`src/rtl/ac97_cmd_pkg.sv`:
```
`timescale 1ns/1ps
package ac97_cmd_pkg;
  localparam int TAG_W      = 16;
  localparam int SLOT_W     = 20;
  localparam int NUM_SLOTS  = 12;
  localparam int FRAME_BITS = TAG_W + SLOT_W * NUM_SLOTS;
  localparam int POS_W      = $clog2(FRAME_BITS);
  localparam int REG_W      = 16;
  localparam int IDX_W      = 7;
  localparam int ADDR_W     = IDX_W - 1;
  localparam int NUM_REGS   = 2 ** ADDR_W;
  // tag flags kept: frame, slot1, slot2, slot3, slot4 (tag bits 15..11)
  localparam int FLAG_W     = 5;

  typedef struct packed {
    logic             rd;
    logic [IDX_W-1:0] idx;
  } cmd_t;

  typedef logic [POS_W-1:0] pos_t;

  function automatic pos_t slot_last_pos(input int k);
    return pos_t'(TAG_W + SLOT_W * k - 1);
  endfunction
endpackage

```
`src/rtl/ac97_frame_timer.sv`:
```
`timescale 1ns/1ps
module ac97_frame_timer
  import ac97_cmd_pkg::*;
(
  input  logic clk,
  input  logic rst_n,
  input  logic sync_i,
  output logic bit_act_o,
  output pos_t bit_pos_o
);
  logic sync_q;
  logic run_q, run_d;
  pos_t cnt_q, cnt_d;
  logic realign;

  always_comb begin
    realign   = sync_i & ~sync_q;
    bit_act_o = realign | run_q;
    bit_pos_o = realign ? '0 : cnt_q;
    run_d     = run_q;
    cnt_d     = cnt_q;
    if (realign) begin
      run_d = 1'b1;
      cnt_d = pos_t'(1);
    end else if (run_q) begin
      if (cnt_q == pos_t'(FRAME_BITS - 1)) begin
        run_d = 1'b0;
        cnt_d = '0;
      end else begin
        cnt_d = cnt_q + 1'b1;
      end
    end
  end

  always_ff @(posedge clk or negedge rst_n) begin
    if (!rst_n) begin
      sync_q <= 1'b0;
      run_q  <= 1'b0;
      cnt_q  <= '0;
    end else begin
      sync_q <= sync_i;
      run_q  <= run_d;
      cnt_q  <= cnt_d;
    end
  end

  // after a sync rise the next bit is frame bit 1
  a_r1_realign_restart: assert property (@(posedge clk) disable iff (!rst_n)
    (sync_i && !sync_q) |=> (bit_act_o && bit_pos_o == pos_t'(1)));
endmodule

```
`src/rtl/ac97_slot_deser.sv`:
```
`timescale 1ns/1ps
module ac97_slot_deser
  import ac97_cmd_pkg::*;
(
  input  logic              clk,
  input  logic              rst_n,
  input  logic              bit_act_i,
  input  pos_t              bit_pos_i,
  input  logic              sd_i,
  output logic [FLAG_W-1:0] flags_o,
  output logic [SLOT_W-1:0] word_o
);
  logic [SLOT_W-2:0] sh_q, sh_d;
  logic [FLAG_W-1:0] flags_d;

  always_comb begin
    word_o  = {sh_q, sd_i};
    sh_d    = bit_act_i ? word_o[SLOT_W-2:0] : sh_q;
    flags_d = flags_o;
    if (bit_act_i && bit_pos_i == pos_t'(TAG_W - 1))
      flags_d = word_o[TAG_W-1 -: FLAG_W];
  end

  always_ff @(posedge clk or negedge rst_n) begin
    if (!rst_n) begin
      sh_q    <= '0;
      flags_o <= '0;
    end else begin
      sh_q    <= sh_d;
      flags_o <= flags_d;
    end
  end
endmodule

```
`src/rtl/ac97_cmd_regfile.sv`:
```
`timescale 1ns/1ps
module ac97_cmd_regfile
  import ac97_cmd_pkg::*;
(
  input  logic              clk,
  input  logic              rst_n,
  input  logic              wr_en_i,
  input  logic [ADDR_W-1:0] wr_addr_i,
  input  logic [REG_W-1:0]  wr_data_i,
  input  logic [ADDR_W-1:0] rd_addr_i,
  output logic [REG_W-1:0]  rd_data_o
);
  logic [REG_W-1:0] cells [NUM_REGS];

  for (genvar g = 0; g < NUM_REGS; g++) begin : g_cell
    logic             hit;
    logic [REG_W-1:0] q;
    assign hit      = wr_en_i && (wr_addr_i == ADDR_W'(g));
    assign cells[g] = q;
    always_ff @(posedge clk or negedge rst_n) begin
      if (!rst_n)   q <= '0;
      else if (hit) q <= wr_data_i;
    end
  end

  assign rd_data_o = cells[rd_addr_i];

  // a write is visible in its cell on the next cycle
  a_r4_write_lands: assert property (@(posedge clk) disable iff (!rst_n)
    wr_en_i |=> cells[$past(wr_addr_i)] == $past(wr_data_i));
endmodule

```
`src/rtl/ac97_cmd_slot_rx.sv`:
```
`timescale 1ns/1ps
module ac97_cmd_slot_rx
  import ac97_cmd_pkg::*;
(
  input  logic              clk,
  input  logic              rst_n,
  input  logic              sync_i,
  input  logic              sdo_i,
  output logic              rd_valid_o,
  output logic [IDX_W-1:0]  rd_index_o,
  output logic [REG_W-1:0]  rd_data_o,
  output logic [SLOT_W-1:0] pcm_left_o,
  output logic              pcm_left_valid_o,
  output logic [SLOT_W-1:0] pcm_right_o,
  output logic              pcm_right_valid_o
);
  localparam pos_t S1_LAST = slot_last_pos(1);
  localparam pos_t S2_LAST = slot_last_pos(2);
  localparam pos_t S3_LAST = slot_last_pos(3);
  localparam pos_t S4_LAST = slot_last_pos(4);
  localparam int F_FRAME = 4, F_S1 = 3, F_S2 = 2, F_S3 = 1, F_S4 = 0;

  logic              bit_act;
  pos_t              bit_pos;
  logic [FLAG_W-1:0] flags;
  logic [SLOT_W-1:0] word;
  logic              end_s1, end_s2, end_s3, end_s4;
  cmd_t              cmd_q, cmd_d;
  logic              wr_en, rd_fire, left_fire, right_fire;
  logic [REG_W-1:0]  rf_rdata;
  logic [IDX_W-1:0]  rd_index_d;
  logic [REG_W-1:0]  rd_data_d;
  logic [SLOT_W-1:0] left_d, right_d;

  ac97_frame_timer u_timer (
    .clk       (clk),
    .rst_n     (rst_n),
    .sync_i    (sync_i),
    .bit_act_o (bit_act),
    .bit_pos_o (bit_pos)
  );

  ac97_slot_deser u_deser (
    .clk       (clk),
    .rst_n     (rst_n),
    .bit_act_i (bit_act),
    .bit_pos_i (bit_pos),
    .sd_i      (sdo_i),
    .flags_o   (flags),
    .word_o    (word)
  );

  ac97_cmd_regfile u_regs (
    .clk       (clk),
    .rst_n     (rst_n),
    .wr_en_i   (wr_en),
    .wr_addr_i (cmd_q.idx[IDX_W-1:1]),
    .wr_data_i (word[SLOT_W-1 -: REG_W]),
    .rd_addr_i (cmd_q.idx[IDX_W-1:1]),
    .rd_data_o (rf_rdata)
  );

  always_comb begin
    end_s1 = bit_act && (bit_pos == S1_LAST);
    end_s2 = bit_act && (bit_pos == S2_LAST);
    end_s3 = bit_act && (bit_pos == S3_LAST);
    end_s4 = bit_act && (bit_pos == S4_LAST);

    cmd_d = cmd_q;
    if (end_s1) cmd_d = '{rd: word[SLOT_W-1], idx: word[SLOT_W-2 -: IDX_W]};

    wr_en = end_s2 && !cmd_q.rd && flags[F_FRAME] && flags[F_S1] && flags[F_S2];
    rd_fire    = end_s2 && cmd_q.rd && flags[F_S1];
    left_fire  = end_s3 && flags[F_S3];
    right_fire = end_s4 && flags[F_S4];

    rd_index_d = rd_fire ? cmd_q.idx : rd_index_o;
    rd_data_d  = rd_fire ? rf_rdata  : rd_data_o;
    left_d     = left_fire  ? word : pcm_left_o;
    right_d    = right_fire ? word : pcm_right_o;
  end

  always_ff @(posedge clk or negedge rst_n) begin
    if (!rst_n) begin
      cmd_q             <= '0;
      rd_valid_o        <= 1'b0;
      rd_index_o        <= '0;
      rd_data_o         <= '0;
      pcm_left_o        <= '0;
      pcm_left_valid_o  <= 1'b0;
      pcm_right_o       <= '0;
      pcm_right_valid_o <= 1'b0;
    end else begin
      cmd_q             <= cmd_d;
      rd_valid_o        <= rd_fire;
      rd_index_o        <= rd_index_d;
      rd_data_o         <= rd_data_d;
      pcm_left_o        <= left_d;
      pcm_left_valid_o  <= left_fire;
      pcm_right_o       <= right_d;
      pcm_right_valid_o <= right_fire;
    end
  end

  // read return is a single-cycle pulse
  a_r6_rd_single: assert property (@(posedge clk) disable iff (!rst_n)
    rd_valid_o |=> !rd_valid_o);
  // read return follows the last bit of slot 2
  a_r6_rd_timing: assert property (@(posedge clk) disable iff (!rst_n)
    rd_valid_o |-> $past(bit_act && bit_pos == S2_LAST));
  // samples hold between strobes
  a_r9_left_hold: assert property (@(posedge clk) disable iff (!rst_n)
    !pcm_left_valid_o |-> $stable(pcm_left_o));
  a_r9_right_hold: assert property (@(posedge clk) disable iff (!rst_n)
    !pcm_right_valid_o |-> $stable(pcm_right_o));
endmodule

```
`config.mk`:
```
export PLATFORM = sky130hd
export DESIGN_NAME = ac97_cmd_slot_rx
export DESIGN_NICKNAME = d
export VERILOG_FILES = /design/src/rtl/ac97_cmd_pkg.sv /design/src/rtl/ac97_frame_timer.sv /design/src/rtl/ac97_slot_deser.sv /design/src/rtl/ac97_cmd_regfile.sv /design/src/rtl/ac97_cmd_slot_rx.sv
export SDC_FILE = /design/constraint.sdc
export NUM_CORES = 1
export LEC_CHECK = 0
export BUFFER_PORTS_ARGS = -buffer_cell sky130_fd_sc_hd__buf_2
export CORE_AREA = 2 2 290 292
export DETAILED_ROUTE_END_ITERATION = 10
export DIE_AREA = 0 0 292 294
export GPL_ROUTABILITY_DRIVEN = 0
export PLACE_DENSITY = 0.88
export SLEW_MARGIN = 20
export SYNTH_ARGS = -nofsm -noshare
export SYNTH_HDL_FRONTEND = slang
export SYNTH_SLANG_ARGS = --single-unit
```
`constraint.sdc`:
```
create_clock -name clk -period 3.6 [get_ports clk]
set_input_delay 0.72 -clock clk [delete_from_list [all_inputs] [get_ports clk]]
set_output_delay 0.72 -clock clk [all_outputs]
set_load 0.01 [all_outputs]
```
==> results.cfg <==
[run_status]
outcome = complete, no violations

[die]
die_h_um = 294
initial_core_util_pct = 62.4
rows = 106
core_um2 = 82900
die-area_um2 = 85800
boundaryPins = 70
die-width_um = 292

[synthesis]
synthDistinctLibCells = 61
synth_top_area_share_pct = 54.8
synthArstFlopShare_pct = 100
yosysTopAreaCell = dfrtp_1
yosysWarningCount = 0
ys_ff_latch = 1132
synthTopCellsByArea = dfrtp_1 55%, mux2_2 22%, mux4_2 6.8%, mux2i_1 4.2%, mux2_4 2.6%
synth_edf_count = 0
yosysMostFrequentCell = dfrtp_1
ys.flop_type = dfrtp_1
syn-mean-instance-area_um2 = 15.0
synthTopCellsByCount = 1132 x dfrtp_1, 1002 x mux2_2, 218 x mux2i_1
yosysSeqAreaShare_pct = 54.8
syn_inst = 3439
synth_area_um2 = 51700
synth_nets = 3444

[cts]
cts_tree = yes
cts-resized-gates = 0
cts_buffers = 113
cts.sinks = 1132
cts_buffer_depth = 3
clockRootBuffer = clkbuf_16
ctsHoldBuffers = 0
htree_levels = 3
insertion_delay_ps = 710
clk_pin_slew_ps = 60
cts_setup_buffers = 0

[timing]
finalSetupTns_ps = 0
setup_viol = 0
worstMarginPinSlew_ps = 1190
finalClockSkew_ps = 54.7
fin_crit_ps = 3270
rsz0062_at_grt = no
slew_headroom_pct = 20.5
max_freq_mhz = 306
hold_violations = 0
hold_ws_ps = 33.7
drv_slew = 0
fin_crit_sh_pct = 90.9

[power_and_ir_drop]
ir_worst_vdd_mv = 0.448
clock_power_share_pct = 46.7
leakage_nw = 27.6
power_frac_comb_pct = 3.4
seq_power_share_pct = 49.8
power_switching_mw = 6.10
power_switching_share_pct = 23.4
p_int_mw = 20.0
cellPowerDensity_nw_per_um2 = 453

[place]
port_buffers = 69
placed_cells = 4455
hpwl_um = 86000

[drt]
vias_per_cell = 6.81
drcViolationCount = 0
vias = 31800
routedWlPerCell_um = 29.6
wl_um = 138000
drtPass1Iterations = 6
drtAntennaViolNets = 0
initialDrtViolationCount = 3698

[setup_path]
rrSetupSlack_ps = 330
rr_worst_depth = 5
worstReg2RegStart = cmd_q[3]
arrival_ps = 3840
start_kind = register
critPathKind = reg -> reg
critPathLaunch = cmd_q[3]
r2r-end = u_regs.g_cell[60].q[11]
required_ps = 4170
endpoint = u_regs.g_cell[60].q[11]
critPathCaptureType = register
crit_path_max_fanout = 16

[global_route]
grtUsageTotal_pct = 32.7
grt-ovfl-total = 0
grt_pass1_vias = 33400
grt_start_max_net_pins = 125
grt_pass1_wl_um = 211000
antenna_found_initial = 6

[final_layout]
stdcell_count = 4671
layout.area.seq_um2 = 28400
multi_input_area_um2 = 21900
final_nets = 3495
drive_gt1_share_pct = 49.5
synthToLayoutAreaGrowth_pct = 11.2
fill_cells = 5031

[run]
drv_cap = 0

[hold_path]
hp-class = in -> async
[cells in the final DEF (no fill, tap or decap), types with 12 or more instances in the layout]
cell type,instances
nor2_2,13
buf_4,156
clkinv_2,34
buf_12,25
mux2_4,90
mux2_2,1002
nand2_1,78
mux2i_1,218
a31oi_1,24
nand3_1,55
clkbuf_16,113
mux4_2,157
dfrtp_1,1113
nand3_2,18
clkbuf_8,16
a22oi_1,117
nor2_1,46
mux2_1,12
buf_2,68
dfrtp_2,16
clkbuf_1,19
o21ai_0,15
[how the worst min path moves through the flow]
stage,start,to,slack (ps),depth (start not counted)
global placement,u_regs.g_cell[48].q[9],u_regs.g_cell[48].q[9],470,1
finish,rst_n,u_regs.g_cell[8].q[6],30,1
CTS,rst_n,rd_data_o[15],40,1
global route,rst_n,u_regs.g_cell[2].q[11],60,1
detailed placement,u_regs.g_cell[48].q[2],u_regs.g_cell[48].q[2],480,1
floorplan,rst_n,cmd_q[0],420,0
[registers in the layout (all words and copies together), names as in the netlist, 5 cells and up]
signal           flops
u_regs.g_cell.q   1024
pcm_left_o          20
pcm_right_o         20
u_deser.sh_q        19
rd_data_o           16
cmd_q                8
u_timer.cnt_q        8
rd_index_o           7
u_deser.flags_o      5
[routing by layer]
layer | up-vias | wire (um) | global-route usage [%]
met1 | 17000 | 54100 | 43.8
met3 | 383 | 12700 | 8.03
met2 | 1606 | 64500 | 50.5
li1 | 12800 | - | -
met4 | 6 | 7090 | 16.2
met5 | - | 40 | 0
[power by group through the flow]
stage               Combinational (mW)  Clock, mW  Sequential (mW)
floorplan                        0.442          0             13.1
global placement                 0.864          0             13.2
detailed placement               0.881          0             13.2
CTS                              0.890       12.2             13.0
global route                     0.965       12.8             13.0
finish                           0.889       12.2             13.0
[cell families (layout without fill, tap and decap cells)]
family	count (synthesis)	count (layout)	synth area share, %
muxes	1479	1479	35.8
DFF	1132	1132	54.8
buffers and inverters	319	469	2.99
and+or+nand+nor	295	295	3.42
AOI/OAI and AO/OA	211	211	2.96
xor gates and xnor gates	2	2	0.0339
adders and majority gates	1	1	0.0242
other	0	2	0
[stage by stage]
stage | total power, mW | area, um2 | utilization, % | setup slack (ps)
after floorplan | 13.5 | 51700 | - | 791
after global placement | 14.1 | 53600 | 64.7 | 293
after detailed placement | 14.1 | 53600 | 64.7 | 241
after CTS | 26.1 | 57500 | 69.3 | 460
after global routing | 26.7 | 57500 | 69.3 | 276
final | 26.0 | 57500 | 69.3 | 328
[worst max-delay path, cell delays in order (launching register included)]
cell and delay (ps):
dfrtp_1 860, and2_1 800, buf_4 380, nand3_1 190, nor2_4 470, mux2_2 410
[final cells by class]
| class | count | share of cell area (%) |
|---|---|---|
| repair buffers | 250 | 3.53 |
| inverters | 5 | 0.0326 |
| diodes | 2 | 0.00871 |
| clock inverters | 66 | 1.27 |
| well taps | 1080 | 2.35 |
| clock buffers | 148 | 5.43 |
| flip-flops and latches | 1132 | 49.3 |
| multi-input cells | 1988 | 38.1 |
Power figures use the tool's default switching activity.
